File: src/rtl/jtag_tap_pkg.sv
package jtag_tap_pkg;

  localparam int IR_W = 3;

  localparam logic [IR_W-1:0] OP_IDENT   = 3'b001;
  localparam logic [IR_W-1:0] OP_IRCAPT  = 3'b001;

  typedef enum logic [3:0] {
    ST_RESET, ST_IDLE,
    ST_DR_SEL, ST_DR_CAP, ST_DR_SHF, ST_DR_EX1, ST_DR_PAU, ST_DR_EX2, ST_DR_UPD,
    ST_IR_SEL, ST_IR_CAP, ST_IR_SHF, ST_IR_EX1, ST_IR_PAU, ST_IR_EX2, ST_IR_UPD
  } tap_state_t;

  typedef enum logic [1:0] {
    PATH_BND,
    PATH_ID,
    PATH_BYP
  } dr_path_t;

  function automatic dr_path_t decode_op(input logic [IR_W-1:0] op);
    case (op)
      3'b001:                 return PATH_ID;
      3'b000, 3'b010, 3'b101: return PATH_BND;
      default:                return PATH_BYP;
    endcase
  endfunction

endpackage

File: src/rtl/tap_fsm.sv
module tap_fsm
  import jtag_tap_pkg::*;
(
  input  logic       tck,
  input  logic       trst_n,
  input  logic       tms,
  output tap_state_t state
);

  localparam int ONES_TO_RESET = 5;
  localparam int CNT_W = $clog2(ONES_TO_RESET + 1);

  tap_state_t nxt;

  always_comb begin
    case (state)
      ST_RESET:  nxt = tms ? ST_RESET  : ST_IDLE;
      ST_IDLE:   nxt = tms ? ST_DR_SEL : ST_IDLE;
      ST_DR_SEL: nxt = tms ? ST_IR_SEL : ST_DR_CAP;
      ST_DR_CAP: nxt = tms ? ST_DR_EX1 : ST_DR_SHF;
      ST_DR_SHF: nxt = tms ? ST_DR_EX1 : ST_DR_SHF;
      ST_DR_EX1: nxt = tms ? ST_DR_UPD : ST_DR_PAU;
      ST_DR_PAU: nxt = tms ? ST_DR_EX2 : ST_DR_PAU;
      ST_DR_EX2: nxt = tms ? ST_DR_UPD : ST_DR_SHF;
      ST_DR_UPD: nxt = tms ? ST_DR_SEL : ST_IDLE;
      ST_IR_SEL: nxt = tms ? ST_RESET  : ST_IR_CAP;
      ST_IR_CAP: nxt = tms ? ST_IR_EX1 : ST_IR_SHF;
      ST_IR_SHF: nxt = tms ? ST_IR_EX1 : ST_IR_SHF;
      ST_IR_EX1: nxt = tms ? ST_IR_UPD : ST_IR_PAU;
      ST_IR_PAU: nxt = tms ? ST_IR_EX2 : ST_IR_PAU;
      ST_IR_EX2: nxt = tms ? ST_IR_UPD : ST_IR_SHF;
      ST_IR_UPD: nxt = tms ? ST_DR_SEL : ST_IDLE;
      default:   nxt = ST_RESET;
    endcase
  end

  always_ff @(posedge tck or negedge trst_n) begin
    if (!trst_n) state <= ST_RESET;
    else         state <= nxt;
  end

  // Checker-side run length of tms ones, used only by the assertion below.
  logic [CNT_W-1:0] ones_run;
  always_ff @(posedge tck or negedge trst_n) begin
    if (!trst_n)                                   ones_run <= '0;
    else if (!tms)                                 ones_run <= '0;
    else if (ones_run != CNT_W'(ONES_TO_RESET))    ones_run <= ones_run + 1'b1;
  end

  AST_FIVE_ONES_RESET: assert property (@(posedge tck) disable iff (!trst_n)
    (ones_run == CNT_W'(ONES_TO_RESET)) |-> (state == ST_RESET));

endmodule

File: src/rtl/tap_ir.sv
module tap_ir
  import jtag_tap_pkg::*;
#(
  parameter int               W        = IR_W,
  parameter logic [W-1:0]     CAPT_PAT = OP_IRCAPT,
  parameter logic [W-1:0]     RST_OP   = OP_IDENT
) (
  input  logic         tck,
  input  logic         trst_n,
  input  logic         tdi,
  input  tap_state_t   state,
  output logic         sr_lsb,
  output logic [W-1:0] op_q
);

  logic [W-1:0] sr;

  always_ff @(posedge tck or negedge trst_n) begin
    if (!trst_n) begin
      sr <= CAPT_PAT;
    end else begin
      case (state)
        ST_IR_CAP: sr <= CAPT_PAT;
        ST_IR_SHF: sr <= {tdi, sr[W-1:1]};
        default:   sr <= sr;
      endcase
    end
  end

  always_ff @(negedge tck or negedge trst_n) begin
    if (!trst_n)                 op_q <= RST_OP;
    else if (state == ST_RESET)  op_q <= RST_OP;
    else if (state == ST_IR_UPD) op_q <= sr;
  end

  assign sr_lsb = sr[0];

  AST_IR_CAPTURE_PATTERN: assert property (@(posedge tck) disable iff (!trst_n)
    (state == ST_IR_CAP) |=> (sr == CAPT_PAT));

  AST_IR_CHANGE_AT_UPDATE: assert property (@(posedge tck) disable iff (!trst_n)
    !$stable(op_q) |-> (state == ST_IR_UPD || state == ST_RESET));

endmodule

File: src/rtl/tap_dr.sv
module tap_dr
  import jtag_tap_pkg::*;
#(
  parameter int          ID_W    = 32,
  parameter logic [ID_W-1:0] ID_WORD = 32'h073670CD
) (
  input  logic       tck,
  input  logic       trst_n,
  input  logic       tdi,
  input  tap_state_t state,
  input  dr_path_t   path,
  input  logic       bnd_so,
  output logic       dr_lsb
);

  logic [ID_W-1:0] id_sr;
  logic            byp;

  always_ff @(posedge tck or negedge trst_n) begin
    if (!trst_n) begin
      id_sr <= ID_WORD;
      byp   <= 1'b0;
    end else begin
      if (state == ST_DR_CAP) begin
        if (path == PATH_ID)  id_sr <= ID_WORD;
        if (path == PATH_BYP) byp   <= 1'b0;
      end else if (state == ST_DR_SHF) begin
        if (path == PATH_ID)  id_sr <= {tdi, id_sr[ID_W-1:1]};
        if (path == PATH_BYP) byp   <= tdi;
      end
    end
  end

  always_comb begin
    case (path)
      PATH_ID:  dr_lsb = id_sr[0];
      PATH_BYP: dr_lsb = byp;
      default:  dr_lsb = bnd_so;
    endcase
  end

  AST_BYP_CAPTURES_ZERO: assert property (@(posedge tck) disable iff (!trst_n)
    (state == ST_DR_CAP && path == PATH_BYP) |=> (byp == 1'b0));

  AST_ID_CAPTURE_WORD: assert property (@(posedge tck) disable iff (!trst_n)
    (state == ST_DR_CAP && path == PATH_ID) |=> (id_sr == ID_WORD));

endmodule

File: src/rtl/jtag_tap_ctrl.sv
module jtag_tap_ctrl
  import jtag_tap_pkg::*;
#(
  parameter int              ID_W    = 32,
  parameter logic [ID_W-1:0] ID_WORD = 32'h073670CD
) (
  input  logic tck,
  input  logic trst_n,
  input  logic tms,
  input  logic tdi,
  output logic tdo,
  output logic tdo_oe,
  output logic bnd_sel,
  output logic bnd_capture,
  output logic bnd_shift,
  output logic bnd_update,
  output logic bnd_si,
  input  logic bnd_so
);

  tap_state_t      state;
  logic [IR_W-1:0] op_q;
  logic            ir_lsb;
  logic            dr_lsb;
  dr_path_t        path;

  tap_fsm u_fsm (
    .tck    (tck),
    .trst_n (trst_n),
    .tms    (tms),
    .state  (state)
  );

  tap_ir #(
    .W        (IR_W),
    .CAPT_PAT (OP_IRCAPT),
    .RST_OP   (OP_IDENT)
  ) u_ir (
    .tck    (tck),
    .trst_n (trst_n),
    .tdi    (tdi),
    .state  (state),
    .sr_lsb (ir_lsb),
    .op_q   (op_q)
  );

  assign path = decode_op(op_q);

  tap_dr #(
    .ID_W    (ID_W),
    .ID_WORD (ID_WORD)
  ) u_dr (
    .tck    (tck),
    .trst_n (trst_n),
    .tdi    (tdi),
    .state  (state),
    .path   (path),
    .bnd_so (bnd_so),
    .dr_lsb (dr_lsb)
  );

  assign bnd_sel     = (path == PATH_BND);
  assign bnd_capture = bnd_sel && (state == ST_DR_CAP);
  assign bnd_shift   = bnd_sel && (state == ST_DR_SHF);
  assign bnd_update  = bnd_sel && (state == ST_DR_UPD);
  assign bnd_si      = tdi;

  always_ff @(negedge tck or negedge trst_n) begin
    if (!trst_n) begin
      tdo    <= 1'b0;
      tdo_oe <= 1'b0;
    end else begin
      tdo_oe <= (state == ST_IR_SHF) || (state == ST_DR_SHF);
      if (state == ST_IR_SHF)      tdo <= ir_lsb;
      else if (state == ST_DR_SHF) tdo <= dr_lsb;
    end
  end

  AST_OE_ONLY_SHIFTING: assert property (@(posedge tck) disable iff (!trst_n)
    tdo_oe |-> (state == ST_IR_SHF || state == ST_DR_SHF));

  AST_STROBES_EXCLUSIVE: assert property (@(posedge tck) disable iff (!trst_n)
    $onehot0({bnd_capture, bnd_shift, bnd_update}) && (!bnd_sel -> !(bnd_capture || bnd_shift || bnd_update)));

endmodule

File: config.mk
export PLATFORM = sky130hd
export DESIGN_NAME = jtag_tap_ctrl
export DESIGN_NICKNAME = d
export VERILOG_FILES = /design/src/rtl/jtag_tap_pkg.sv /design/src/rtl/tap_fsm.sv /design/src/rtl/tap_ir.sv /design/src/rtl/tap_dr.sv /design/src/rtl/jtag_tap_ctrl.sv
export SDC_FILE = /design/constraint.sdc
export NUM_CORES = 1
export LEC_CHECK = 0
export BUFFER_PORTS_ARGS = -buffer_cell sky130_fd_sc_hd__buf_2
export CORE_MARGIN = 3
export CORE_UTILIZATION = 42
export CTS_BUF_LIST = sky130_fd_sc_hd__clkbuf_4 sky130_fd_sc_hd__clkbuf_8 sky130_fd_sc_hd__clkbuf_16
export DETAILED_ROUTE_END_ITERATION = 10
export SLEW_MARGIN = 0
export SYNTH_ARGS = -nofsm -noshare
export SYNTH_HDL_FRONTEND = slang
export SYNTH_SLANG_ARGS = --single-unit
File: constraint.sdc
create_clock -name tck -period 2 [get_ports tck]
set_input_delay 0.6 -clock tck [delete_from_list [all_inputs] [get_ports tck]]
set_output_delay 0.6 -clock tck [all_outputs]
set_load 0.01 [all_outputs]
==> impl_metrics.csv <==
group,metric,value,unit
clock_tree,cts_buffers,5,
run_status,status,"finished, violations left",
place,pre_cts_slack,-0.674,ns
worst_setup_path,path_class,"reg -> out",
grt,grt_pass1_wl,8390,um
power,power_frac_seq,0.348,
grt,grt_max_degree,32,
clock_tree,cts_hold_buffers,0,
drt,drt_wl_total,4590,um
die,die_x,76.7,um
worst_setup_path,crit_required,1.40,ns
drt,routedWlPerCell,13.2,um
worst_setup_path,crit_buf_inv,1,
flow_run,drv_cap,0,
drt,drt-met1-wl,2240,um
power,p_int,2.82,mW
power,vdd_drop_max,696,uV
power,cellPowerDensity,1610,nW/um2
synth,seq_area_frac_synth,0.547,
power,p_sw,1.71,mW
synth,async_flop_share,1.00,
worst_setup_path,cp_slowest_cell,"dfstp_2",
sta,worst_pin_slew,0.385,ns
clock_tree,clkTransAtPathRegs,0.09,ns
worst_setup_path,r2r_slack,-0.63,ns
drt,dr.first_iter.drc_count,88,
synth,yosys-top-cells-count,"nand2_1 (60), o21ai_1 (31), dfrtp_1 (24)",
worst_setup_path,crit_family,"flip-flops",
power,p_sw_frac,0.377,
synth,ys_seq_elements,45,
layout,final_util,0.587,
drt,routed.top_layer,"met4",
grt,antenna_found_initial,0,
sta,worst_slack,-1.00,ns
clock_tree,cts-root-buf,"clkbuf_8",
place,routabilityCongestion,0.847,
die,start_util,0.438,
synth,synth_edf_count,0,
power,p_clk_frac,0.128,
synth,yosysTopAreaCellShare,0.286,
clock_tree,clock-sinks,45,
grt,grt_pass1_vias,1715,
drt,met2_length,2190,um
place,hpwl,2900,um
layout,drive_above_1_share,0.352,
die,rows,25,
drt,drc,0,
worst_setup_path,r2r_cells,6,
synth,synth_cells,237,
drt,routed-wl-met3,112,um
power,combPwrFrac,0.524,
power,leakagePower,1.25,nW
sta,final-setup-viol-count,44,
sta,timing.hold.ws,0.345,ns
worst_hold_path,hold_path.class,"in -> async",
synth,synth_nets,242,
worst_setup_path,cp.depth,4,
layout,n_fill_cell,413,
layout,n_antenna_cell,0,
synth,syn_area,2100,um2
clock_tree,cts_tree,"yes",
drt,vias,1744,
synth,ys_types,38,
synth,post_synth.cell_area_avg,8.85,um2
worst_setup_path,crit_path_end_kind,"output port",
worst_setup_path,cp_cell_sequence,"nand3b_1 -> o21a_4 -> nor4_4 -> buf_2",
drt,antenna_left,0,
synth,synth_most_common_cell,"nand2_1",
synth,synth_top_cell_by_area,"dfrtp_1",
worst_setup_path,arrival,2.40,ns
layout,fin_nets,285,
grt,grt_usage,0.176,
place,port_buffers,11,
layout,instances_no_fill,348,
clock_tree,clock_latency,0.35,ns
die,core_area,4790,um2
place,place_inst,328,
die,num_io_pins,12,
sta,skew,0.0507,ns
die,die-area,5880,um2
sta,finalHoldViolations,0,
synth,synth_ff_type,"dfrtp_1",
layout,syn2layout_area_growth,33.9,%
sta,maxSlewHeadroom,0.743,
sta,maxSlewViolCount,0,
die,die_h,76.7,um
worst_setup_path,cp_max_fo,4,
drt,dr.pass1.iters,4,
run_status,violations,"negative setup slack",
clock_tree,clk_path_buf_depth,2,
synth,synthTopCellsByArea,"dfrtp_1 (29%), dfstp_2 (21%), nand2_1 (11%), o21ai_1 (7.4%), dfrtn_1 (4.8%)",
clock_tree,cts_max_level,2,
sta,rsz0062_at_grt,"yes",
worst_setup_path,start_kind,"flop",
drt,vias_per_cell,5.01,
synth,yosysWarnings,0,
worst_setup_path,cp_slowest_stage_delay,0.52,ns
grt,grt-ovfl-total,0,
## layout make-up
cell class	instances	area (um2)	share of cell area
Multi-Input combinational cell	168	961	0.342
Clock buffer	5	68.8	0.0245
Timing Repair Buffer	51	492	0.175
Clock inverter	4	25.0	0.00891
Tap cell	67	83.8	0.0298
Sequential cell	45	1150	0.409
Inverter	8	30.0	0.0107
## final timing paths
kind	startpoint	end
worst max-delay path	u_ir.op_q[0]	bnd_update
worst min-delay path	trst_n	u_ir.sr[1]
worst max register to register	u_ir.op_q[0]	u_dr.id_sr[24]
worst min register to register	u_dr.id_sr[7]	u_dr.id_sr[7]
max in group asynchronous	trst_n	u_ir.op_q[0]
min in group tck	u_dr.id_sr[7]	u_dr.id_sr[7]
## registers in the layout (all words and copies together) (netlist names)
register / count
tdo_oe: 1
u_fsm.state: 4
u_dr.id_sr: 32
tdo: 1
u_ir.sr: 3
u_ir.op_q: 3
u_dr.byp: 1
## cells by family (layout without fill, tap and decap cells)
family / after synthesis / after routing / synth area share
AOI/OAI and AO/OA: 64 / 64 / 0.179
buffers and inverters: 24 / 68 / 0.0507
DFF: 45 / 45 / 0.547
muxes: 4 / 4 / 0.0191
and+or+nand+nor: 100 / 100 / 0.204
## cells in the final DEF, fill, tap and decap left out, drive strengths merged, types with 2 or more instances in the layout
cell / synthesis / final
clkbuf: 6 / 5
nor2b: 3 / 3
o22ai: 4 / 4
inv: 8 / 9
dfrtn: 4 / 4
nand3: 3 / 3
dfstp: 17 / 17
o21ai: 42 / 42
nor2: 23 / 23
clkinv: 1 / 2
a21oi: 6 / 6
nand2: 60 / 60
or3: 2 / 2
dfrtp: 24 / 24
mux2i: 4 / 4
nand2b: 2 / 2
buf: 9 / 50
## power groups by stage
stage,sequential (mW),combinational (mW),clock (mW)
2_1_floorplan,1.54,1.27,0.00626
3_3_place_gp,1.58,1.72,0.00626
3_5_place_dp,1.59,1.75,0.00626
4_1_cts,1.58,2.34,0.593
5_1_grt,1.63,2.63,0.647
6_report,1.58,2.37,0.581
## per-layer routing
metal,vias to the layer above,GRT usage
met4,0,0.0543
met2,13,0.271
met5,-,0
li1,883,-
met1,840,0.246
met3,8,0.0411
## what timing repair did
item                                    4_1_cts  5_1_grt
endpoints found under the setup margin       44       44
resized for setup                            12        6
pin swaps                                     4        0
endpoints found under the hold margin         0        0
cloned                                        4        0
setup buffers                                 8        0
## worst register-to-register path, stage by stage, from the launching register on
cell	delay, ns
dfstp_2	0.52
buf_4	0.11
buf_4	0.14
o2111ai_4	0.15
buf_12	0.19
bufbuf_16	0.28
o21ai_1	0.13
## metrics by stage
step / instance area (um2) / total power, mW / TNS, ns
after CTS: 2780 / 4.51 / -23.90
after global placement: 2450 / 3.30 / -13.96
after floorplan: 2180 / 2.81 / -9.47
after global routing: 2810 / 4.91 / -26.75
after detailed placement: 2450 / 3.34 / -15.23
final: 2810 / 4.53 / -23.80
Power figures use the tool's default switching activity.
